File: config.mk
export PLATFORM = sky130hd
export DESIGN_NAME = vfr_ctrl
export DESIGN_NICKNAME = d
export VERILOG_FILES = /design/src/rtl/vfr_pkg.sv /design/src/rtl/vfr_mode_sel.sv /design/src/rtl/vfr_line_timer.sv /design/src/rtl/vfr_invert.sv /design/src/rtl/vfr_ctrl.sv
export SDC_FILE = /design/constraint.sdc
export NUM_CORES = 1
export LEC_CHECK = 0
export BUFFER_PORTS_ARGS = -buffer_cell sky130_fd_sc_hd__buf_2
export CELL_PAD_IN_SITES_DETAIL_PLACEMENT = 1
export CELL_PAD_IN_SITES_GLOBAL_PLACEMENT = 2
export CORE_MARGIN = 2
export CORE_UTILIZATION = 39
export DETAILED_ROUTE_END_ITERATION = 6
export GPL_TIMING_DRIVEN = 0
export PLACE_DENSITY = 0.83
export SYNTH_ARGS = -nofsm -noshare
export SYNTH_HDL_FRONTEND = slang
export SYNTH_SLANG_ARGS = --single-unit
File: constraint.sdc
create_clock -name clk -period 3.9 [get_ports clk]
set_clock_uncertainty 0.1 [all_clocks]
set_input_delay 0.585 -clock clk [delete_from_list [all_inputs] [get_ports clk]]
set_output_delay 0.585 -clock clk [all_outputs]
set_load 0.05 [all_outputs]
File: src/rtl/vfr_pkg.sv
package vfr_pkg;

    typedef enum logic [1:0] {
        VMODE_625 = 2'd0,
        VMODE_525 = 2'd1,
        VMODE_VGA = 2'd2
    } vmode_e;

endpackage

File: src/rtl/vfr_mode_sel.sv
module vfr_mode_sel
    import vfr_pkg::*;
#(
    parameter int LOSS_525 = 291,
    parameter int LOSS_625 = 339,
    parameter int LOSS_VGA = 873,
    parameter int PER_525  = 269,
    parameter int PER_625  = 321,
    parameter int PER_VGA  = 526,
    parameter int CW       = 10
) (
    input  logic          sel_vga,
    input  logic          sel_ntsc,
    output vmode_e        mode,
    output logic [CW-1:0] loss_lim,
    output logic [CW-1:0] per_last
);

    always_comb begin
        if (sel_vga)       mode = VMODE_VGA;
        else if (sel_ntsc) mode = VMODE_525;
        else               mode = VMODE_625;
    end

    always_comb begin
        unique case (mode)
            VMODE_VGA: begin
                loss_lim = CW'(LOSS_VGA);
                per_last = CW'(PER_VGA - 1);
            end
            VMODE_525: begin
                loss_lim = CW'(LOSS_525);
                per_last = CW'(PER_525 - 1);
            end
            default: begin
                loss_lim = CW'(LOSS_625);
                per_last = CW'(PER_625 - 1);
            end
        endcase
    end

endmodule

File: src/rtl/vfr_line_timer.sv
module vfr_line_timer #(
    parameter int CW = 10
) (
    input  logic          clk,
    input  logic          rst_n,
    input  logic          line_tick,
    input  logic          vsync,
    input  logic [CW-1:0] loss_lim,
    input  logic [CW-1:0] per_last,
    output logic          cyc_evt,
    output logic          vstart,
    output logic          no_sig
);

    typedef struct packed {
        logic [CW-1:0] cnt;
        logic          nosig;
        logic          vst;
    } tim_t;

    tim_t st_q, st_d;
    logic evt_c;

    always_comb begin
        st_d  = st_q;
        evt_c = 1'b0;
        if (line_tick) begin
            if (vsync) begin
                st_d.nosig = 1'b0;
                st_d.cnt   = '0;
                evt_c      = 1'b1;
            end else if (!st_q.nosig && st_q.cnt >= loss_lim) begin
                st_d.nosig = 1'b1;
                st_d.cnt   = '0;
                evt_c      = 1'b1;
            end else if (st_q.nosig && st_q.cnt >= per_last) begin
                st_d.cnt   = '0;
                evt_c      = 1'b1;
            end else begin
                st_d.cnt   = st_q.cnt + 1'b1;
            end
            st_d.vst = evt_c;
        end
    end

    always_ff @(posedge clk or negedge rst_n) begin
        if (!rst_n) st_q <= '0;
        else        st_q <= st_d;
    end

    assign cyc_evt = evt_c;
    assign vstart  = st_q.vst;
    assign no_sig  = st_q.nosig;

    AST_VSTART_RISE_ON_TICK: assert property (@(posedge clk) disable iff (!rst_n)
        $rose(st_q.vst) |-> $past(line_tick));
    AST_VSTART_FALL_ON_TICK: assert property (@(posedge clk) disable iff (!rst_n)
        $fell(st_q.vst) |-> $past(line_tick));
    AST_LOSS_STARTS_CYCLE: assert property (@(posedge clk) disable iff (!rst_n)
        $rose(st_q.nosig) |-> st_q.vst);
    AST_SYNC_CLEARS_FLAG: assert property (@(posedge clk) disable iff (!rst_n)
        (st_q.nosig && line_tick && vsync) |=> (!st_q.nosig && st_q.vst));
    AST_NO_TICK_HOLDS: assert property (@(posedge clk) disable iff (!rst_n)
        !line_tick |=> $stable(st_q));

endmodule

File: src/rtl/vfr_invert.sv
module vfr_invert (
    input  logic clk,
    input  logic rst_n,
    input  logic line_tick,
    input  logic cyc_evt,
    input  logic per_line,
    output logic frev,
    output logic frev_n
);

    typedef struct packed {
        logic pol;
        logic pol_n;
    } inv_t;

    inv_t inv_q, inv_d;

    always_comb begin
        inv_d = inv_q;
        if (line_tick && (per_line || cyc_evt)) begin
            inv_d.pol   = ~inv_q.pol;
            inv_d.pol_n = inv_q.pol;
        end
    end

    always_ff @(posedge clk or negedge rst_n) begin
        if (!rst_n) inv_q <= '{pol: 1'b0, pol_n: 1'b1};
        else        inv_q <= inv_d;
    end

    assign frev   = inv_q.pol;
    assign frev_n = inv_q.pol_n;

    AST_PAIR_OPPOSITE: assert property (@(posedge clk) disable iff (!rst_n)
        inv_q.pol != inv_q.pol_n);
    AST_LINE_TOGGLE: assert property (@(posedge clk) disable iff (!rst_n)
        (line_tick && per_line) |=> (inv_q.pol != $past(inv_q.pol)));
    AST_FIELD_HOLD: assert property (@(posedge clk) disable iff (!rst_n)
        (!per_line && !cyc_evt) |=> $stable(inv_q.pol));

endmodule

File: src/rtl/vfr_ctrl.sv
module vfr_ctrl
    import vfr_pkg::*;
#(
    parameter int LOSS_525 = 291,
    parameter int LOSS_625 = 339,
    parameter int LOSS_VGA = 873,
    parameter int PER_525  = 269,
    parameter int PER_625  = 321,
    parameter int PER_VGA  = 526
) (
    input  logic clk,
    input  logic rst_n,
    input  logic line_tick,
    input  logic vsync,
    input  logic sel_vga,
    input  logic sel_ntsc,
    input  logic inv_per_line,
    output logic vstart,
    output logic frev,
    output logic frev_n,
    output logic no_signal
);

    localparam int MAX_A = (LOSS_525 > LOSS_625) ? LOSS_525 : LOSS_625;
    localparam int MAX_B = (LOSS_VGA > PER_VGA) ? LOSS_VGA : PER_VGA;
    localparam int MAX_C = (PER_525 > PER_625) ? PER_525 : PER_625;
    localparam int MAX_D = (MAX_A > MAX_B) ? MAX_A : MAX_B;
    localparam int MAX_L = (MAX_D > MAX_C) ? MAX_D : MAX_C;
    localparam int CW    = $clog2(MAX_L + 2);

    vmode_e        mode;
    logic [CW-1:0] loss_lim;
    logic [CW-1:0] per_last;
    logic          cyc_evt;

    vfr_mode_sel #(
        .LOSS_525(LOSS_525), .LOSS_625(LOSS_625), .LOSS_VGA(LOSS_VGA),
        .PER_525(PER_525), .PER_625(PER_625), .PER_VGA(PER_VGA), .CW(CW)
    ) u_mode (
        .sel_vga (sel_vga),
        .sel_ntsc(sel_ntsc),
        .mode    (mode),
        .loss_lim(loss_lim),
        .per_last(per_last)
    );

    vfr_line_timer #(.CW(CW)) u_timer (
        .clk      (clk),
        .rst_n    (rst_n),
        .line_tick(line_tick),
        .vsync    (vsync),
        .loss_lim (loss_lim),
        .per_last (per_last),
        .cyc_evt  (cyc_evt),
        .vstart   (vstart),
        .no_sig   (no_signal)
    );

    vfr_invert u_inv (
        .clk      (clk),
        .rst_n    (rst_n),
        .line_tick(line_tick),
        .cyc_evt  (cyc_evt),
        .per_line (inv_per_line),
        .frev     (frev),
        .frev_n   (frev_n)
    );

    AST_MODE_DECODE: assert property (@(posedge clk) disable iff (!rst_n)
        sel_vga |-> (mode == VMODE_VGA));
    AST_SYNC_STARTS_CYCLE: assert property (@(posedge clk) disable iff (!rst_n)
        (line_tick && vsync) |=> vstart);

endmodule

==> impl_results.md, run 1 <==
- Outcome: completed
- GR peak layer: met2
- Grt met3 use: 2.42%
- Highest clock rate: 0.385 GHz
- # clock sinks: 14
- Cell total after placement: 145
- Leakage: 0.517 nW
- CTS tree: done
- Sequential fraction of the synthesis area: 34.5%
- Unique masters post-synth: 44
- Commonest non-fill, non-tap cells in the layout: dfrtp_1 (13), buf_2 (10), nand2_1 (9), ha_1 (9)
- CP arrival: 2.67 ns
- Mapped Nets: 121
- Synth area leaders: dfrtp_1 (32%), ha_1 (11%), a21oi_1 (3.4%)
- Routed WL: 2490 um
- Max FO, Critical Path: 10
- Max-slew headroom: 67.0%
- Post-Layout Cell Count: 149
- First-pass GRT wire length: 4020 um
- Met1 Resource Use GR: 24.9%
- Gpl congestion: 0.724
- Site Rows: 18
- CTS buffer count: 3
- Initial Util: 41.2%
- Final min period: 2.60 ns
- Worst r2r path cells: 7
- Worst setup path class: input pin to flip-flop
- Footprint of the multi-input gates: 608 sq um
- Max-cap viol count: 0
- Width of the die: 55.1 um
- Storage cell area: 352 sq um
- Reg2reg start: u_timer.st_q[8]$_DFFE_PN0P_
- Final setup violation count: 0
- Final Hold Viols: 0
- DRC viols: 0
- H-tree levels: 1
- Synth async-reset ratio: 100%
- Cell Chain, Critical Path: buf_2 > or2_2 > ha_1 > or2_1 > a311oi_2 > o211ai_2 > a21o_1 > buf_6 > mux2_4
- Grt total ovfl: 0
- Clock slew at reported path FFs: 0.09 ns
- Routed vias/inst: 5.86
- Die area: 3040 sq um
- Placeable core region: 2480 sq um
- Share of cells above drive strength 1: 20.2%
- Unrepaired setup endpoints after global routing: no
- Layout overhead on the synthesized area: 12.1%
- Power density over cell area: 394 nW/um^2
- Via count: 873
- Type of origin of the critical path: input pin
- Total Routing Usage GR: 19.1%
- Post-synth EDFFs: 0
- Flop2flop setup slack: 1.56 ns
- Hpwl dp: 1880 um
- Antenna Cells: 0
- Remaining antenna violation count: 0
- Reg2reg end: u_timer.vstart$_DFFE_PN0P_
- Clk_lat worst skew: 0.29 ns
- Die H: 55.1 um
- Final setup TNS: 0 ns
- CTS root buffer: clkbuf_4
- Post-cts repair resize count: 0
- #FFs+latches synth: 14
- Fillcell total: 308
- Max IR drop VDD: 0.256 mV
- Max incr delay on CP: 0.35 ns
- Mean Syn Cell Area: 9.71 sq um
- Largest net degree at the start of global routing: 15
- Number of global-route vias before repair: 836
- Fin util: 46.2%
- GR Layer Usage met2: 32.1%
- CP Capture Type: flip-flop
- Antenna violations before repair: 0
- Slew @ Worst Pin: 0.495 ns
- Buffers on Ports: 10
- Synth warn: 0
- Initial DRC count: 5
- First-pass DRT Iterations: 3
- # nets final: 136
- CTS max path bufs: 2
- Hold buffer count at CTS: 0
- Largest area contributor in the netlist: dfrtp_1
- Post-synth top flop: dfrtp_1
- Area share of the largest cell type after synthesis: 31.9%
- Hold Crit Class: input pin to async pin
- Mapped Cells: 105
- Crit-path slowest cell: a311oi_2
- Synthesized cell area: 1020 sq um
- Final Max Slew Viols: 0
- # Post-CTS Setup Buffers: 0
- Commonest non-fill, non-tap cell in the layout: dfrtp_1
- # IOs: 11
- Fin crit share: 66.6%
- Routed WL per cell: 16.7 um
- Worst EP required: 3.97 ns
worst max-delay path: cells and delay by family:
kind | cells | cell delay, ns
muxes | 1 | 0.25
adders and majority gates | 1 | 0.20
AOI/OAI and AO/OA | 3 | 0.78
buffers and inverters | 2 | 0.30
and+or+nand+nor | 2 | 0.54
Yosys cell counts, drive strengths merged (2+ instances only):
cell and instances:
nor4 2, a211o 2, inv 7, buf 2, o211ai 2, dfrtp 13, nand3b 2, or2 2
xnor2 4, o21ai 5, nand2 9, nor3 3, ha 9, o311ai 2, nor2 2, xor2 2
clkbuf 3, nand3 4, nand2b 2, o221ai 2, mux2 2, a21oi 7
sequential cells by signal, summed over array words and instances, names as in the netlist:
signal,flops
u_inv.frev,1
u_inv.frev_n,1
u_timer.no_sig,1
u_timer.vstart,1
u_timer.st_q,10
logic make-up (layout without fill, tap and decap cells):
family | after synthesis | after routing | share of synthesized area (%)
AOI/OAI and AO/OA | 32 | 32 | 25.3
and+or+nand+nor | 30 | 30 | 15.6
DFF | 14 | 14 | 34.5
buffers and inverters | 12 | 26 | 5.89
adders and majority gates | 9 | 9 | 11.0
xor gates and xnor gates | 6 | 6 | 5.15
muxes | 2 | 2 | 2.58
metal layers:
metal	up-vias	wire (um)
li1	424	-
met1	434	1200
met2	10	1200
met3	5	50
met4	0	38
met5	-	0
worst max path at each step:
stage                   from                          end  slack (ns)  cells past startpoint
detailed placement   sel_vga   u_timer.vstart$_DFFE_PN0P_        1.01                      9
global route         sel_vga  u_timer.st_q[4]$_DFFE_PN0P_        1.27                      9
finish               sel_vga   u_timer.vstart$_DFFE_PN0P_        1.30                      9
global placement     sel_vga   u_timer.vstart$_DFFE_PN0P_        1.05                      9
CTS                  sel_vga   u_timer.vstart$_DFFE_PN0P_        1.32                      9
floorplan           sel_ntsc   u_timer.vstart$_DFFE_PN0P_        1.35                      8
report_power, final:
group          internal [mW]  leakage (nW)  switching [mW]
logic                 0.0493         0.313           0.100
registers              0.170         0.183          0.0227
clock network         0.0568        0.0210          0.0510
through the flow:
step                total power, mW  cell area [sq um]  hold slack, ns  worst slack [ns]
global placement              0.337               1110           0.369              1.05
CTS                           0.455               1140          0.0920              1.32
detailed placement            0.346               1110           0.390              1.01
floorplan                     0.301               1020           0.189              1.35
global route                  0.481               1140          0.0846              1.27
finish                        0.450               1140          0.0814              1.30
cell type report:
| cell class | instances | share of cell area (%) |
|---|---|---|
| Sequential cell | 14 | 30.7 |
| Clock buffer | 4 | 3.17 |
| Multi-Input combinational cell | 79 | 53.2 |
| Inverter | 7 | 2.30 |
| Buffer | 5 | 2.95 |
| Timing Repair Buffer | 10 | 4.38 |
| Tap cell | 30 | 3.28 |
(Power assumes the default switching activity.)
==> inputs of run 2 (changes only) <==
--- a/config.mk
+++ b/config.mk
@@ -9,10 +9,10 @@
 export CELL_PAD_IN_SITES_DETAIL_PLACEMENT = 1
 export CELL_PAD_IN_SITES_GLOBAL_PLACEMENT = 2
 export CORE_MARGIN = 2
-export CORE_UTILIZATION = 39
+export CORE_UTILIZATION = 36
 export DETAILED_ROUTE_END_ITERATION = 6
 export GPL_TIMING_DRIVEN = 0
-export PLACE_DENSITY = 0.83
+export PLACE_DENSITY = 0.77
 export SYNTH_ARGS = -nofsm -noshare
 export SYNTH_HDL_FRONTEND = slang
 export SYNTH_SLANG_ARGS = --single-unit
==> constraint.sdc (replaced) <==
create_clock -name clk -period 2.5 [get_ports clk]
set_clock_uncertainty 0.1 [all_clocks]
set_input_delay 0.375 -clock clk [delete_from_list [all_inputs] [get_ports clk]]
set_output_delay 0.375 -clock clk [all_outputs]
set_load 0.05 [all_outputs]
==> impl_results.md, run 2 (synthesis gave the netlist of run 1 again) <==
- Slew @ Worst Pin: 0.485 ns (-0.0101 ns)
- Total Routing Usage GR: 16.8% (-2.3 points)
- Final min period: 2.36 ns
- Leakage: 0.521 nW (+0.81%)
- Post-DP Area: 1110 sq um (+0.11%)
- Fin area: 1150 sq um (+0.98%)
- First-pass DRT Iterations: 4 (+1)
- Width of the die: 57.2 um (+3.8%)
- Worst EP required: 2.58 ns (-1.39 ns)
- Fin crit share: 94.5%
- Routed vias/inst: 5.80 (-0.99%)
- Antenna violations before repair: 0 (unchanged)
- Gpl congestion: 0.717 (-0.91%)
- Metal-1 WL: 1150 um (-4.2%)
- Flop2flop setup slack: 0.19 ns (-1.37 ns)
- First-pass GRT wire length: 4230 um (+5.1%)
- Outcome: completed
- Final Hold Viols: 0 (unchanged)
- Worst r2r path cells: 7 (unchanged)
- Max IR drop VDD: 0.479 mV (+87%)
- End of the critical path: u_timer.vstart$_DFFE_PN0P_
- Max-cap viol count: 0 (unchanged)
- Clk_lat worst skew: 0.29 ns (about the same)
- Reg2reg start: u_timer.st_q[3]$_DFFE_PN0P_
- Top reg by flops: u_timer.st_q
- Buffers on Ports: 10 (unchanged)
- DRC viols: 0 (unchanged)
- # nets final: 137 (+0.74%)
- Final Max Slew Viols: 0 (unchanged)
- Routed WL per cell: 16.3 um (-2.8%)
- Worst Setup SP: sel_vga
- Max-slew headroom: 67.7% (+0.67 points)
- Largest net degree at the start of global routing: 15 (unchanged)
- Fillcell total: 329 (+6.8%)
- Highest clock rate: 0.423 GHz
- Routed WL: 2460 um (-1.5%)
- Power density over cell area: 609 nW/um^2 (+55%)
- CTS max path bufs: 2 (unchanged)
- Largest register FFs: 10 (unchanged)
- # IOs: 11 (unchanged)
- Initial DRC count: 38 (+33)
- Hpwl dp: 1840 um (-2.4%)
- Highest routed layer: met4
- Site Rows: 19 (+1)
- Hold Crit Class: input pin to flip-flop
- CP arrival: 2.44 ns (-0.23 ns)
- Antenna Cells: 0 (unchanged)
- Layout overhead on the synthesized area: 13.3%
- Post-cts repair resize count: 0 (unchanged)
- Worst hold stages: 2
- Routed wl met2: 1210 um (+0.92%)
- Commonest non-fill, non-tap cells in the layout: dfrtp_1 (13), buf_2 (10), nand2_1 (9), ha_1 (9)
- Via count: 876 (+0.34%)
- Placeable core region: 2730 sq um (+10%)
- Commonest non-fill, non-tap cell in the layout: dfrtp_1
- CTS root buffer: clkbuf_4
- Max FO, Critical Path: 10 (unchanged)
- Die area: 3270 sq um (+7.7%)
- Final setup violation count: 0 (unchanged)
- Cell total after placement: 146 (+0.69%)
- H-tree levels: 1 (unchanged)
- Grt total ovfl: 0 (unchanged)
- Clock slew at reported path FFs: 0.10 ns (about the same)
- Die H: 57.2 um (+3.8%)
- # clock sinks: 14 (unchanged)
- Type of origin of the critical path: input pin
- Initial Util: 37.3% (-3.9 points)
- Post-Layout Cell Count: 151 (+1.3%)
- Remaining antenna violation count: 0 (unchanged)
- Detail Route met3 WL: 73 um (+46%)
- CP Capture Type: flip-flop
- Unrepaired setup endpoints after global routing: no
- CTS buffer count: 3 (unchanged)
- Design Power: 0.703 mW (+56%)
- Reg2reg end: u_timer.vstart$_DFFE_PN0P_
- Worst setup path class: input pin to flip-flop
- Share of cells above drive strength 1: 20.0% (-0.17 points)
- Number of global-route vias before repair: 902 (+7.9%)
- CTS tree: done
run 2: cell count changes in the layout (fill, tap and decap cells not counted):
cell / before / now
dlygate4sd3_1: 0 / 1
run 2: layer usage:
layer	track usage [%]	vias up
li1	-	430
met1	22.0	428
met2	28.1	16
met3	2.27	2
met4	6.98	0
met5	0	-
run 2: worst min-delay path by stage:
stage | start | endpoint | slack, ns
detailed placement | rst_n | u_timer.no_sig$_DFFE_PN0P_ | 0.21
global placement | rst_n | u_timer.no_sig$_DFFE_PN0P_ | 0.19
global route | vsync | u_timer.no_sig$_DFFE_PN0P_ | 0.27
floorplan | rst_n | u_inv.frev$_DFFE_PN0P_ | -0.02
finish | vsync | u_timer.no_sig$_DFFE_PN0P_ | 0.26
CTS | vsync | u_timer.no_sig$_DFFE_PN0P_ | 0.24
run 2: report_power, final:
part / total (mW) / internal (mW) / switching (mW)
sequential: 0.297 / 0.265 / 0.0316
combinational: 0.231 / 0.0779 / 0.153
clock: 0.176 / 0.0886 / 0.0870
total: 0.703 / 0.432 / 0.271
run 2: metrics by stage:
step / utilization (%) / setup TNS [ns] / hold WS (ns) / setup slack [ns]
after floorplan: - / 0 / -0.0206 / 0.165
after detailed placement: 40.5 / -0.516 / 0.207 / -0.172
final: 42.2 / 0 / 0.257 / 0.136
after CTS: 42.2 / 0 / 0.239 / 0.140
after global routing: 42.2 / 0 / 0.274 / 0.00745
after global placement: 40.5 / -0.253 / 0.194 / -0.141
run 2: what timing repair did:
item,4_1_cts,5_1_grt
setup endpoints to repair,0,0
buffers inserted,0,0
hold endpoints to repair,13,0
hold buffers,1,0
run 2: worst max-delay path, cell delays in order:
cell      delay (ns)
buf_2           0.16
or2_2           0.32
ha_1            0.21
or2_1           0.22
a311oi_2        0.33
o211ai_2        0.20
a21o_1          0.22
buf_6           0.14
mux2_4          0.26
run 2: final cells by class:
type / instances / area [sq um] / area share, %
Timing Repair Buffer: 11 / 60.1 / 5.20
Sequential cell: 14 / 352 / 30.4
Buffer: 5 / 33.8 / 2.93
Clock buffer: 4 / 36.3 / 3.14
Tap cell: 31 / 38.8 / 3.36
Inverter: 7 / 26.3 / 2.28
Multi-Input combinational cell: 79 / 608 / 52.7
